File: src/rtl/sc_pkg.sv
`timescale 1ns/1ps
// Package: sc_pkg
// Shared encodings and control word for the single-cycle core.
// Assumes the fixed 32-bit instruction layout (op in [31:26]).
package sc_pkg;
    localparam logic [5:0] OP_RTYPE = 6'h00;
    localparam logic [5:0] OP_ORI   = 6'h0D;
    localparam logic [5:0] OP_LOAD  = 6'h23;
    localparam logic [5:0] OP_STORE = 6'h2B;
    localparam logic [5:0] OP_BEQ   = 6'h04;
    localparam logic [5:0] OP_JUMP  = 6'h02;
    localparam logic [5:0] FN_ADD   = 6'h20;
    localparam logic [5:0] FN_SUB   = 6'h22;

    typedef enum logic [1:0] {
        ALU_ADD = 2'd0,
        ALU_SUB = 2'd1,
        ALU_OR  = 2'd2
    } alu_op_e;

    typedef struct packed {
        logic    reg_wr;    // write the register file
        logic    dst_rd;    // destination is rd (else rt)
        logic    use_imm;   // ALU B operand is the extended immediate
        logic    imm_zext;  // zero-extend the immediate (else sign)
        logic    mem_rd;    // write-back comes from data memory
        logic    mem_wr;    // store rt to data memory
        logic    branch;    // conditional branch on ALU zero
        logic    jump;      // absolute jump
        alu_op_e alu_op;
    } ctrl_t;
endpackage

File: src/rtl/sc_decode.sv
`timescale 1ns/1ps
// Module: sc_decode
// Turns the opcode and function fields into the control word.
// Assumes nothing about the other fields; unknown encodings give an
// all-zero control word, which only lets the PC move on by 4.
module sc_decode
    import sc_pkg::*;
(
    input  logic [5:0] op,
    input  logic [5:0] funct,
    output ctrl_t      ctrl
);
    // Control word lookup by opcode, then function code for R-type.
    always_comb begin
        ctrl = '0;
        ctrl.alu_op = ALU_ADD;
        unique case (op)
            OP_RTYPE: begin
                if (funct == FN_ADD) begin
                    ctrl.reg_wr = 1'b1;
                    ctrl.dst_rd = 1'b1;
                    ctrl.alu_op = ALU_ADD;
                end else if (funct == FN_SUB) begin
                    ctrl.reg_wr = 1'b1;
                    ctrl.dst_rd = 1'b1;
                    ctrl.alu_op = ALU_SUB;
                end
            end
            OP_ORI: begin
                ctrl.reg_wr   = 1'b1;
                ctrl.use_imm  = 1'b1;
                ctrl.imm_zext = 1'b1;
                ctrl.alu_op   = ALU_OR;
            end
            OP_LOAD: begin
                ctrl.reg_wr  = 1'b1;
                ctrl.use_imm = 1'b1;
                ctrl.mem_rd  = 1'b1;
            end
            OP_STORE: begin
                ctrl.use_imm = 1'b1;
                ctrl.mem_wr  = 1'b1;
            end
            OP_BEQ: begin
                ctrl.branch = 1'b1;
                ctrl.alu_op = ALU_SUB;
            end
            OP_JUMP: ctrl.jump = 1'b1;
            default: ctrl = '0;
        endcase
    end
endmodule

File: src/rtl/sc_regfile.sv
`timescale 1ns/1ps
// Module: sc_regfile
// Two combinational read ports, one write port on the rising edge.
// Entry 0 is hard zero: its reads return 0 and its writes are dropped.
// Assumes the caller gates the write enable with reset.
module sc_regfile #(
    parameter int XLEN = 32,
    parameter int NREG = 32,
    localparam int AW  = $clog2(NREG)
) (
    input  logic            clk,
    input  logic            we,
    input  logic [AW-1:0]   waddr,
    input  logic [XLEN-1:0] wdata,
    input  logic [AW-1:0]   raddr_a,
    input  logic [AW-1:0]   raddr_b,
    output logic [XLEN-1:0] rdata_a,
    output logic [XLEN-1:0] rdata_b,
    output logic            wr_commit
);
    logic [XLEN-1:0] regs [NREG];

    assign wr_commit = we && (waddr != '0);

    // Commit the write-back value on the clock edge.
    always_ff @(posedge clk) begin
        if (wr_commit) regs[waddr] <= wdata;
    end

    assign rdata_a = (raddr_a == '0) ? '0 : regs[raddr_a];
    assign rdata_b = (raddr_b == '0) ? '0 : regs[raddr_b];
endmodule

File: src/rtl/sc_alu.sv
`timescale 1ns/1ps
// Module: sc_alu
// Add, subtract and OR, with a flag raised on a zero result.
// Assumes the operation code comes from sc_decode.
module sc_alu
    import sc_pkg::*;
#(
    parameter int XLEN = 32
) (
    input  logic [XLEN-1:0] a,
    input  logic [XLEN-1:0] b,
    input  alu_op_e         op,
    output logic [XLEN-1:0] y,
    output logic            zero
);
    // Select the arithmetic or logic result.
    always_comb begin
        unique case (op)
            ALU_SUB: y = a - b;
            ALU_OR:  y = a | b;
            default: y = a + b;
        endcase
    end

    assign zero = (y == '0);
endmodule

File: src/rtl/sc_core.sv
`timescale 1ns/1ps
// Module: sc_core
// Single-cycle core for the seven-instruction subset. The instruction
// store is a ROM filled from IMEM_INIT (word i at bits [32*i +: 32]).
// The data store has a combinational read and an edge write. Both are
// word-addressed and wrap on their depth. Assumes word-aligned data
// addresses; bits [1:0] are dropped.
module sc_core #(
    parameter int IMEM_WORDS = 32,
    parameter int DMEM_WORDS = 16,
    parameter logic [IMEM_WORDS*32-1:0] IMEM_INIT = '0,
    localparam int XLEN = 32,
    localparam int NREG = 32,
    localparam int RAW  = $clog2(NREG),
    localparam int IAW  = $clog2(IMEM_WORDS),
    localparam int DAW  = $clog2(DMEM_WORDS)
) (
    input  logic            clk,
    input  logic            rst_n,
    output logic [XLEN-1:0] dbg_pc,
    output logic            dbg_wr_en,
    output logic [RAW-1:0]  dbg_wr_addr,
    output logic [XLEN-1:0] dbg_wr_data
);
    import sc_pkg::*;

    logic [XLEN-1:0] pc, pc_plus4, pc_branch, pc_jump, pc_next;
    logic [31:0]     instr;
    logic [31:0]     imem [IMEM_WORDS];
    logic [XLEN-1:0] dmem [DMEM_WORDS];
    ctrl_t           ctrl;
    logic [RAW-1:0]  rs_addr, rt_addr, wr_addr;
    logic [XLEN-1:0] rs_val, rt_val, imm_ext, alu_b, alu_y, wb_data, mem_rdata;
    logic            alu_zero, wr_commit;
    logic            unused_bits;

    // Instruction ROM built from the parameter image.
    for (genvar g = 0; g < IMEM_WORDS; g++) begin : g_rom
        assign imem[g] = IMEM_INIT[g*32 +: 32];
    end

    assign instr   = imem[pc[IAW+1:2]];
    assign rs_addr = instr[25:21];
    assign rt_addr = instr[20:16];

    sc_decode u_dec (
        .op    (instr[31:26]),
        .funct (instr[5:0]),
        .ctrl  (ctrl)
    );

    assign wr_addr = ctrl.dst_rd ? instr[15:11] : rt_addr;

    sc_regfile #(.XLEN(XLEN), .NREG(NREG)) u_rf (
        .clk       (clk),
        .we        (ctrl.reg_wr && rst_n),
        .waddr     (wr_addr),
        .wdata     (wb_data),
        .raddr_a   (rs_addr),
        .raddr_b   (rt_addr),
        .rdata_a   (rs_val),
        .rdata_b   (rt_val),
        .wr_commit (wr_commit)
    );

    assign imm_ext = ctrl.imm_zext ? {16'h0, instr[15:0]}
                                   : {{16{instr[15]}}, instr[15:0]};
    assign alu_b   = ctrl.use_imm ? imm_ext : rt_val;

    sc_alu #(.XLEN(XLEN)) u_alu (
        .a    (rs_val),
        .b    (alu_b),
        .op   (ctrl.alu_op),
        .y    (alu_y),
        .zero (alu_zero)
    );

    assign mem_rdata = dmem[alu_y[DAW+1:2]];
    assign wb_data   = ctrl.mem_rd ? mem_rdata : alu_y;

    // Store rt into the data word on the edge.
    always_ff @(posedge clk) begin
        if (ctrl.mem_wr && rst_n) dmem[alu_y[DAW+1:2]] <= rt_val;
    end

    assign pc_plus4  = pc + 32'd4;
    assign pc_branch = pc_plus4 + {{14{instr[15]}}, instr[15:0], 2'b00};
    assign pc_jump   = {pc_plus4[31:28], instr[25:0], 2'b00};

    // Choose the next fetch address.
    always_comb begin
        if (ctrl.jump)                     pc_next = pc_jump;
        else if (ctrl.branch && alu_zero)  pc_next = pc_branch;
        else                               pc_next = pc_plus4;
    end

    // Program counter with synchronous active-low reset.
    always_ff @(posedge clk) begin
        if (!rst_n) pc <= '0;
        else        pc <= pc_next;
    end

    assign unused_bits = ^{instr[10:6], pc[1:0], alu_y[1:0]};

    assign dbg_pc      = pc;
    assign dbg_wr_en   = wr_commit;
    assign dbg_wr_addr = wr_addr;
    assign dbg_wr_data = wb_data;
endmodule

File: config.mk
export PLATFORM = sky130hd
export DESIGN_NAME = sc_core
export DESIGN_NICKNAME = d
export VERILOG_FILES = /design/src/rtl/sc_pkg.sv /design/src/rtl/sc_decode.sv /design/src/rtl/sc_regfile.sv /design/src/rtl/sc_alu.sv /design/src/rtl/sc_core.sv
export SDC_FILE = /design/constraint.sdc
export NUM_CORES = 1
export LEC_CHECK = 0
export BUFFER_PORTS_ARGS = -buffer_cell sky130_fd_sc_hd__clkbuf_2
export CAP_MARGIN = 20
export CORE_UTILIZATION = 47
export CTS_CLUSTER_SIZE = 20
export DETAILED_ROUTE_END_ITERATION = 10
export PLACE_DENSITY = 0.91
export SETUP_SLACK_MARGIN = 0.1
export SLEW_MARGIN = 30
export SYNTH_ARGS = -nofsm -noshare
export SYNTH_HDL_FRONTEND = slang
export SYNTH_SLANG_ARGS = --single-unit
File: constraint.sdc
create_clock -name clk -period 2.55 [get_ports clk]
set_clock_uncertainty 0.1 [all_clocks]
set_input_delay 0.255 -clock clk [delete_from_list [all_inputs] [get_ports clk]]
set_output_delay 0.255 -clock clk [all_outputs]
set_load 0.02 [all_outputs]
=== After elaboration in Yosys (flattened, before gate mapping) ===
Memory sizes are Yosys's and may differ from the RTL's.
Cells that the tools add are included.

* Bits in read-only memories: 1024
* Bits in writable memories: 1536
* Memories kept: 3
* Logic and storage cells: 62
* Bits in registers: 32

{| class="wikitable"
|+ Memory list
! memory !! words !! bits a word !! read ports !! clocked after Yosys merged registers in !! wr ports !! RTL line !! RTL
|-
| (name not given) || 32 || 32 || 1 || 0 || 0 || sc_core.sv:42 || <nowiki>assign instr = imem[pc[IAW+1:2]];</nowiki>
|-
| u_rf.regs || 32 || 32 || 2 || 0 || 1 || sc_regfile.sv:21 || <nowiki>logic [XLEN-1:0] regs [NREG];</nowiki>
|-
| dmem || 16 || 32 || 1 || 0 || 1 || sc_core.sv:30 || <nowiki>logic [XLEN-1:0] dmem [DMEM_WORDS];</nowiki>
|}

* Multiplexer cells: 28
* Bitwise logic cells: 3
* Eq/ne operators: 9
* Add/subtract/negate cells: 4
* Order comparisons: 1
* Reduce and logical (&&, ||, !) cells: 12

{| class="wikitable"
|+ Operator list
! operator !! count
|-
| $mux W32 || 9
|-
| $add A32 B32 Y32 || 2
|-
| $pmux W32 S2 || 1
|-
| $add A32 B3 Y32 const B || 1
|-
| $logic_not A32 Y1 || 1
|-
| $or A32 B32 Y32 || 1
|-
| $sub A32 B32 Y32 || 1
|-
| $eq A6 B6 Y1 const B || 4
|-
| $mux W1 || 12
|-
| $logic_not A5 Y1 || 2
|-
| $eq A6 B2 Y1 const B || 1
|-
| $eq A6 B3 Y1 const B || 1
|-
| $eq A6 B4 Y1 const B || 1
|-
| $ge A6 B6 Y1 const B || 1
|-
| $logic_not A6 Y1 || 1
|-
| $mux W2 || 3
|-
| $not A5 Y6 || 1
|-
| $pmux W2 S3 || 1
|-
| $mux W5 || 1
|-
| $reduce_bool A5 Y1 || 1
|-
| $logic_and A1 B1 Y1 || 4
|-
| $reduce_or A2 Y1 || 2
|-
| $reduce_or A3 Y1 || 1
|-
| $eq A2 B1 Y1 const B || 1
|-
| 3 further kinds || 3
|}

=== Depth between registers and ports, before layout ===
Gate-level depths: netlist of the first run.

* Depth in word-level cells: 14
* Depth in mapped cells: 7
* Gate-level depth less buffers: 5

=== By module ===
Synthesis of the first run repeated with hierarchy kept, for this count alone.

* Cells, all modules: 4279
* Area, all modules: 72718.5 um^2

{| class="wikitable"
|+ By module, submodules not included
! module !! sequential area each (um^2) !! cells an instance !! times used !! area an instance (um^2)
|-
| sc_regfile || 30749.5 || 2571 || 1 || 47978.5
|-
| sc_core || 15975.3 || 1234 || 1 || 21648.3
|-
| sc_alu || 0.0 || 452 || 1 || 2941.6
|-
| sc_decode || 0.0 || 22 || 1 || 150.1
|}

=== Worst setup path after synthesis of the first run ===
Ideal clock, no wire load.

* Path kind: reg2reg
* From: register pc[2], in the netlist dbg_pc[2]
* To: register pc[18], in the netlist dbg_pc[18]
* Path slack: 0.340 ns
* Period minus slack after synthesis: 2.210 ns
* Cell stages (with the launch flop): 8
* Arrival: 2.040 ns
* Library setup time: 0.071 ns
* Cell sequence: dfxtp_1 > ha_1 > and4_1 > clkbuf_1 > nand2_1 > clkbuf_1 > or4_2 > a21oi_1

* Word-level cells in the longest chain between the ends: 14
* Elaborated cells between the ends (all ways): 39
* Those cells by class: add/sub: 4; eq/ne: 9; mux: 16; bitwise: 2; reduce/logical: 6; memory: 2

{| class="wikitable"
|+ Ends and longest elaborated chain
! what !! RTL line !! RTL
|-
| start, declared || sc_core.sv:27 || <nowiki>logic [XLEN-1:0] pc, pc_plus4, pc_branch, pc_jump, pc_next;</nowiki>
|-
| start signal, assigned || sc_core.sv:100 || <nowiki>else pc <= pc_next;</nowiki>
|-
| branches (longest 13 deep; another with $mem_v2 Z32 W32) || - ||
|-
| $mux W32 * || sc_core.sv:92 || <nowiki>if (ctrl.jump) pc_next = pc_jump;</nowiki>
|}

Every way passes the cells marked *. The select of a mux whose other input is x is not followed.
A chain may end at the register's enable or synchronous reset.

=== Final worst setup path of the first run ===
* From: register pc[4], in the netlist dbg_pc[4]
* To: register pc[29], in the netlist dbg_pc[29]

The elaborated chain is that of the path after synthesis.

==> results of run 1 <==
## cell families (layout without fill, tap and decap cells)
| family | after synthesis | count (layout) | share of synthesized area |
|---|---|---|---|
| buffers and inverters | 51 | 44 | 0.2122 |
| other | 1 | 40 | 0.002232 |
| adder cells (fa/ha/maj) | 1 | 1 | 0.007445 |
| multiplexers | 2 | 2 | 0.01191 |
| AND/OR/NAND/NOR | 72 | 72 | 0.2472 |
| AO/OA/AOI/OAI | 26 | 26 | 0.09382 |
| flip-flops | 30 | 30 | 0.3574 |
| XOR/XNOR | 13 | 13 | 0.06776 |
## worst max-delay path, cell delays in order (launching register included)
cell and delay, ns:
dfxtp_1 0.42, nand4_1 0.23, or3_1 0.54, buf_4 0.21, or4_1 0.50, a21oi_1 0.14
## worst max-delay path by stage
stage              start         end  slack, ns  depth (start not counted)
4_1_cts        dbg_pc[4]  dbg_pc[29]       0.34                          5
6_report       dbg_pc[4]  dbg_pc[29]       0.33                          5
3_5_place_dp   dbg_pc[4]  dbg_pc[29]       0.36                          5
3_3_place_gp   dbg_pc[4]  dbg_pc[29]       0.42                          5
5_1_grt        dbg_pc[2]  dbg_pc[18]       0.20                          5
2_1_floorplan  dbg_pc[2]  dbg_pc[18]       0.34                          7
## synthesized netlist by cell type (3+ instances only)
| library cell | count | area, sq um |
|---|---|---|
| a21oi_1 | 13 | 65.06 |
| and4_1 | 4 | 35.03 |
| buf_4 | 40 | 300.3 |
| clkbuf_1 | 4 | 15.01 |
| dfxtp_1 | 30 | 600.6 |
| inv_1 | 3 | 11.26 |
| nand2_1 | 12 | 45.04 |
| nand3_1 | 8 | 40.04 |
| nand4_1 | 7 | 43.79 |
| nor2_1 | 15 | 56.30 |
| nor4_1 | 3 | 18.77 |
| o31ai_1 | 11 | 82.58 |
| or4_1 | 9 | 67.56 |
| xnor2_1 | 6 | 52.55 |
| xor2_1 | 7 | 61.31 |
## routing by layer
metal / global-route usage / vias to the layer above / routed length, um
met5: 0 / - / 0
met3: 0.06418 / 6 / 175
met1: 0.2176 / 655 / 1378
met2: 0.2903 / 56 / 1400
met4: 0.07619 / 0 / 38
li1: - / 675 / -
## cell type report
| cell class | count | area (sq um) | area share |
|---|---|---|---|
| multi-input combinational | 154 | 869.6 | 0.4874 |
| sequential | 30 | 600.6 | 0.3366 |
| timing repair buffer | 32 | 162.7 | 0.09116 |
| clock buffer | 8 | 78.83 | 0.04418 |
| tap | 46 | 57.56 | 0.03226 |
| inverter | 4 | 15.01 | 0.008415 |
## stage by stage
stage | instances | instance area, sq um | total power [uW] | setup slack [ns] | hold WS [ns]
floorplan | 235 | 1827 | 601.5 | 0.3397 | 0.2767
global placement | 266 | 1705 | 562.6 | 0.4189 | 0.3565
detailed placement | 266 | 1705 | 563.9 | 0.3555 | 0.3685
CTS | 274 | 1784 | 912.7 | 0.3446 | 0.1282
global route | 274 | 1784 | 952.2 | 0.1980 | 0.1404
finish | 274 | 1784 | 905.2 | 0.3307 | 0.1323
## where the power goes
group          switching, uW  internal, uW
combinational           68.5          7.29
sequential              4.92           472
clock                    164           188
total                    237           668
==> results.json, run 1 <==
{
  "run_status": "complete, no violations",
  "drt_wl_total_mm": 2.992,
  "async_flop_share": 0,
  "drc": 0,
  "grt_start_max_net_pins": 28,
  "gr-total-overflow": 0,
  "yosysUniqueCellTypes": 33,
  "tightest_slew_ns": 0.7170,
  "ctsRootBufferMaster": "clkbuf_4",
  "clock_sinks": 30,
  "ctsResizeCount": 0,
  "tritoncts": "built",
  "slew_violations": 0,
  "timing.final.crit_share": 0.8703,
  "relSlewSlack": 0.5190,
  "worst_skew_pair.late_latency_ns": 0.33,
  "ios": 72,
  "hold_buffers": 0,
  "post-route-util": 0.5264,
  "ys.flop_type": "dfxtp_1",
  "area_growth_pct": 6.180,
  "max_clock_freq_mhz": 450.6,
  "syn_area_per_cell_sq_um": 8.573,
  "ys_ff_latch": 30,
  "layout_common_cells": "conb_1, clkbuf_2, dfxtp_1, nor2_1, a21oi_1",
  "fillCellCount": 352,
  "netlist_instances": 196,
  "nNetsFinal": 230,
  "syn-cell-area_sq_mm": 0.001680,
  "grtUsageTotal": 0.1800,
  "whs_endpoint": "dbg_pc[31]",
  "path_clk_slew_ns": 0.10,
  "firstDrtPassIters": 4,
  "critical_path_arrival_ns": 2.37,
  "rr_endpoint": "dbg_pc[29]",
  "antenna_found_initial": 0,
  "peakVddDrop_mv": 0.3399,
  "period_minus_slack_ns": 2.219,
  "cts_buffer_depth": 2,
  "reg2reg_slack_ns": 0.33,
  "yosys_warnings": 0,
  "hold_depth": 3,
  "h-tree-depth": 2,
  "rsz0062_at_grt": "no",
  "setup_viol": 0,
  "grt_pass1_wl_mm": 5.023,
  "layout-drive-gt1-share": 0.2018,
  "die_y_um": 61.80,
  "num_rows": 21,
  "core_region_area_sq_mm": 0.003390,
  "ant_nets": 0,
  "antennaDiodeCount": 0,
  "start_util": 0.4958,
  "gp_congestion": 0.7281,
  "p_leak_uw": 0.0007177,
  "r2r-start": "dbg_pc[4]",
  "p_per_area_mw_per_mm2": 507.3,
  "vias": 1392,
  "synth_edf_count": 0,
  "setup_tns_ns": 0,
  "cp_max_fo": 10,
  "critPathRequiredTime_ns": 2.70,
  "die-area_sq_mm": 0.003819,
  "cts_buffers": 5,
  "max-cap-violations": 0,
  "cp-end-kind": "flop",
  "post_drt_wl_per_cell_um": 10.92,
  "hold_class": "in -> reg",
  "grt_pass1_vias": 1168,
  "dpl.hpwl_mm": 2.217,
  "worstHoldStart": "rst_n",
  "r2r_cells": 5,
  "vias_per_cell": 5.080,
  "cts_setup_buffers": 0,
  "portBuffers": 31,
  "crit_path_start_kind": "flop",
  "synth.yosys.seq_area_share": 0.3574,
  "timing_worst_setup_path_type": "reg -> reg",
  "first_iter_violations": 57,
  "layout_commonest_cell": "conb_1",
  "largest_reg_flops": 30,
  "die_x_um": 61.80,
  "hold_viol": 0
}
No activity file was read; power rests on OpenSTA's default activity.
==> run 2: changes to the inputs <==
Settings changed: CORE_UTILIZATION 47 to 35, PLACE_DENSITY 0.91 to 0.74.
==> run 2 against run 1 <==
Effect of this change:
- the run now ends with DRC left
- sequential share of layout area fell by 0.72 points
- sequential power barely moved
- critical path depth fell by 1
- critical path type unchanged
- largest cell class unchanged
- largest power group unchanged
- highest routed layer unchanged
==> results.json, run 2 (same netlist as run 1, synthesis figures left out) <==
{
  "post-route-util": 0.4074,
  "num_rows": 24,
  "cts_setup_buffers": 0,
  "crit_start": "dbg_pc[4]",
  "holdWs_ns": 0.1771,
  "dp.cells": 272,
  "fillCellCount": 456,
  "layout-drive-gt1-share": 0.2018,
  "drt_wl_total_mm": 3.117,
  "max-cap-violations": 0,
  "setup_viol": 0,
  "grt_pass1_wl_mm": 5.133,
  "tritoncts": "built",
  "gr-total-overflow": 0,
  "slew_violations": 0,
  "crit_path_start_kind": "flop",
  "hold_class": "in -> reg",
  "p_leak_uw": 0.0007313,
  "peakVddDrop_mv": 0.3252,
  "layout_commonest_cell": "conb_1",
  "vias": 1369,
  "grtUsageTotal": 0.1304,
  "gp_congestion": 0.7362,
  "layout_common_cells": "conb_1, clkbuf_2, dfxtp_1, nor2_1, a21oi_1",
  "first_iter_violations": 81,
  "antennaDiodeCount": 0,
  "h-tree-depth": 2,
  "cts_buffers": 5,
  "clock_sinks": 30,
  "firstDrtPassIters": 7,
  "cts_buffer_depth": 2,
  "die-area_sq_mm": 0.005082,
  "ios": 72,
  "cp-end-kind": "flop",
  "area_growth_pct": 8.489,
  "core_region_area_sq_mm": 0.004474,
  "critical_path_arrival_ns": 2.37,
  "ctsResizeCount": 0,
  "grt_pass1_vias": 1124,
  "timing.final.crit_share": 0.8876,
  "stdcell_count": 280,
  "ctsRootBufferMaster": "clkbuf_8",
  "hold_buffers": 0,
  "worst_skew_pair.late_latency_ns": 0.28,
  "run_status": "complete, but fails checks",
  "hold_viol": 0,
  "p_per_area_mw_per_mm2": 549.7,
  "rsz0062_at_grt": "no",
  "post_drt_wl_per_cell_um": 11.13,
  "dpl.hpwl_mm": 2.245,
  "start_util": 0.3756,
  "die_y_um": 71.29,
  "r2r-start": "dbg_pc[4]",
  "largest_reg_flops": 30,
  "max_clock_freq_mhz": 441.8,
  "path_clk_slew_ns": 0.06,
  "violations": "DRC",
  "critPathRequiredTime_ns": 2.66,
  "grt_start_max_net_pins": 16,
  "nNetsFinal": 230,
  "setup_tns_ns": 0,
  "drc": 6,
  "antenna_found_initial": 0,
  "portBuffers": 31,
  "vias_per_cell": 4.889,
  "period_minus_slack_ns": 2.263,
  "worstHoldStart": "rst_n",
  "cp_max_fo": 15,
  "die_x_um": 71.29,
  "ant_nets": 0,
  "timing_worst_setup_path_type": "reg -> reg"
}
[run 2: worst paths after layout]
kind,endpoint,slack (ns),depth (start not counted)
setup / recovery,dbg_pc[21],0.29,4
hold / removal,dbg_pc[3],0.18,2
setup reg to reg,dbg_pc[21],0.29,4
hold reg to reg,dbg_pc[31],0.37,2
[run 2: through the flow]
| stage | area (sq um) | power (uW) | setup WS, ns |
|---|---|---|---|
| after floorplan | 1827 | 601.5 | 0.3397 |
| after global placement | 1713 | 564.2 | 0.3618 |
| after detailed placement | 1713 | 564.6 | 0.3194 |
| after CTS | 1823 | 1014 | 0.3070 |
| after global routing | 1823 | 1045 | 0.1432 |
| final | 1823 | 1002 | 0.2866 |
[run 2: layer usage]
layer | vias to the layer above | global-route usage | wire length (um)
met2 | 49 | 0.2011 | 1396
met4 | 0 | 0.07333 | 72
met3 | 6 | 0.03657 | 181
met1 | 632 | 0.1643 | 1467
met5 | - | 0 | 0
li1 | 682 | - | -
[run 2: power by group]
group / internal, uW / total [uW] / switching, uW
registers: 473 / 478 / 4.83
logic: 8.16 / 77.3 / 69.1
clock network: 272 / 447 / 175
total: 753 / 1000 / 249
[run 2: cell type report]
type,count,area (sq um),share of cell area
Tap cell,52,65.06,0.03569
Sequential cell,30,600.6,0.3294
Inverter,4,15.01,0.008236
Multi-Input combinational cell,154,869.6,0.4770
Clock buffer,8,110.1,0.06040
Timing Repair Buffer,32,162.7,0.08922
[run 2: critical path, cell delays in order, from the launching register on]
cell and delay (ns):
dfxtp_1 0.42, nand4_1 0.22, or3_1 0.60, or4_2 0.70, a21oi_1 0.15
==> run 3: changes to the inputs <==
Settings changed: CTS_CLUSTER_SIZE 20 to not set, SETUP_SLACK_MARGIN 0.1 to 0.4.
==> run 3 against run 2 <==
Effect of this change:
- the flow still finishes with violations (DRC)
- non-clock buffer count rose by 4
- total power rose by 3.1%
- cell count rose by 1.4%
- via count rose by 1.2%
- worst hold slack got worse by 0.0034 ns
- design area rose by 2.5%
- largest cell class unchanged
- sequential share of layout area fell by 0.39 points
- highest routed layer unchanged
- register-to-register slack improved by 0.21 ns
==> results.json, run 3 (same netlist as run 1, synthesis figures left out) <==
{
  "tritoncts": "built",
  "timing.final.crit_share": 0.8041,
  "post_drt_wl_per_cell_um": 11.03,
  "grt_start_max_net_pins": 28,
  "run_status": "complete, but fails checks",
  "crit_start": "dbg_pc[5]",
  "critical_path_arrival_ns": 2.17,
  "grt_pass1_vias": 1110,
  "drc": 6,
  "first_iter_violations": 110,
  "reg2reg_slack_ns": 0.50,
  "die-area_sq_mm": 0.005082,
  "crit_family": "simple AND/OR/NAND/NOR gates",
  "worstHoldStart": "rst_n",
  "slew_violations": 0,
  "ios": 72,
  "cp_max_fo": 12,
  "post-route-util": 0.4175,
  "r2r-start": "dbg_pc[5]",
  "grtUsageTotal": 0.1320,
  "cts_buffers": 5,
  "area_growth_pct": 11.17,
  "p_leak_uw": 0.0007536,
  "firstDrtPassIters": 8,
  "fillCellCount": 461,
  "core_region_area_sq_mm": 0.004474,
  "start_util": 0.3756,
  "layout-drive-gt1-share": 0.2543,
  "worst_skew_pair.late_latency_ns": 0.29,
  "die_x_um": 71.29,
  "vias": 1386,
  "h-tree-depth": 2,
  "regArea_sq_um": 608.1,
  "layout_commonest_cell": "conb_1",
  "max_clock_freq_mhz": 487.7,
  "cts_buffer_depth": 2,
  "setup_tns_ns": 0,
  "total_power_uw": 1033,
  "layout_common_cells": "conb_1, clkbuf_2, dfxtp_1, nor2_1, a21oi_1",
  "multi_input_area_sq_um": 878.3,
  "timing_worst_setup_path_type": "reg -> reg",
  "holdWs_ns": 0.1737,
  "dpl.hpwl_mm": 2.231,
  "ctsRootBufferMaster": "clkbuf_8",
  "nNetsFinal": 234,
  "p_per_area_mw_per_mm2": 553.0,
  "crit_path_start_kind": "flop",
  "gr-total-overflow": 0,
  "vias_per_cell": 4.880,
  "drt_wl_total_mm": 3.132,
  "antennaDiodeCount": 0,
  "hold_viol": 0,
  "gp_congestion": 0.7167,
  "max-cap-violations": 0,
  "clock_sinks": 30,
  "portBuffers": 31,
  "cp-end-kind": "flop",
  "hold_class": "in -> reg",
  "die_y_um": 71.29,
  "crit_chain": "nand4_1 -> or3_4 -> or4_2 -> a21oi_1",
  "cpPeakStageDelay_ns": 0.65,
  "antenna_found_initial": 0,
  "path_buf_inv": 0,
  "ant_nets": 0,
  "rsz0062_at_grt": "no",
  "grt_pass1_wl_mm": 5.140,
  "violations": "DRC",
  "path_clk_slew_ns": 0.07,
  "num_rows": 24,
  "critPathRequiredTime_ns": 2.67,
  "peakVddDrop_mv": 0.2324,
  "slowest_stage": "or4_2",
  "setup_viol": 0,
  "period_minus_slack_ns": 2.050,
  "largest_reg_flops": 30
}
==> run 3: cell count changes in the layout (fill, tap and decap cells not counted), sizes merged <==
cell / change
buf: +4
bufinv: +1
clkbuf: -3
clkinv: +2
==> run 3: final timing paths <==
| kind | end | cells after the start |
|---|---|---|
| setup reg to reg | dbg_pc[21] | 4 |
| hold reg to reg | dbg_pc[2] | 1 |
| hold / removal | dbg_pc[3] | 2 |
| setup / recovery | dbg_pc[21] | 4 |
==> run 3: repair_timing <==
action / 4_1_cts / 5_1_grt
setup buffers: 0 / 3
hold endpoints to repair: 0 / 0
pin swaps: 0 / 2
hold buffers: 0 / 0
resized for setup: 1 / 6
endpoints found under the setup margin: 3 / 11
==> run 3: where the power goes <==
| group | leakage (uW) | switching, uW | total, uW | internal, uW |
|---|---|---|---|---|
| clock | 0.0000579 | 190 | 477 | 287 |
| combinational | 0.000451 | 69.0 | 77.2 | 8.21 |
| sequential | 0.000245 | 4.94 | 478 | 473 |
| total | 0.000754 | 264 | 1030 | 769 |
==> run 3: per-stage QoR <==
stage,instance area [sq um],setup WS (ns),std cells
floorplan,1829,0.4156,235
global placement,1723,0.4000,273
detailed placement,1723,0.3239,273
CTS,1837,0.4073,281
global route,1868,0.3609,284
finish,1868,0.4996,284
==> run 3: routing by layer <==
metal	track usage	wire, um	vias up
li1	-	-	683
met1	0.1655	1451	644
met2	0.1947	1390	50
met3	0.04923	215	9
met4	0.07556	74	0
met5	0	0	-
==> run 3: layout make-up <==
| type | instances | area share |
|---|---|---|
| clock inverter | 3 | 0.02143 |
| timing repair buffer | 36 | 0.1031 |
| clock buffer | 5 | 0.03684 |
| multi-input combinational | 154 | 0.4702 |
| sequential | 30 | 0.3255 |
| inverter | 4 | 0.008038 |
| tap | 52 | 0.03483 |
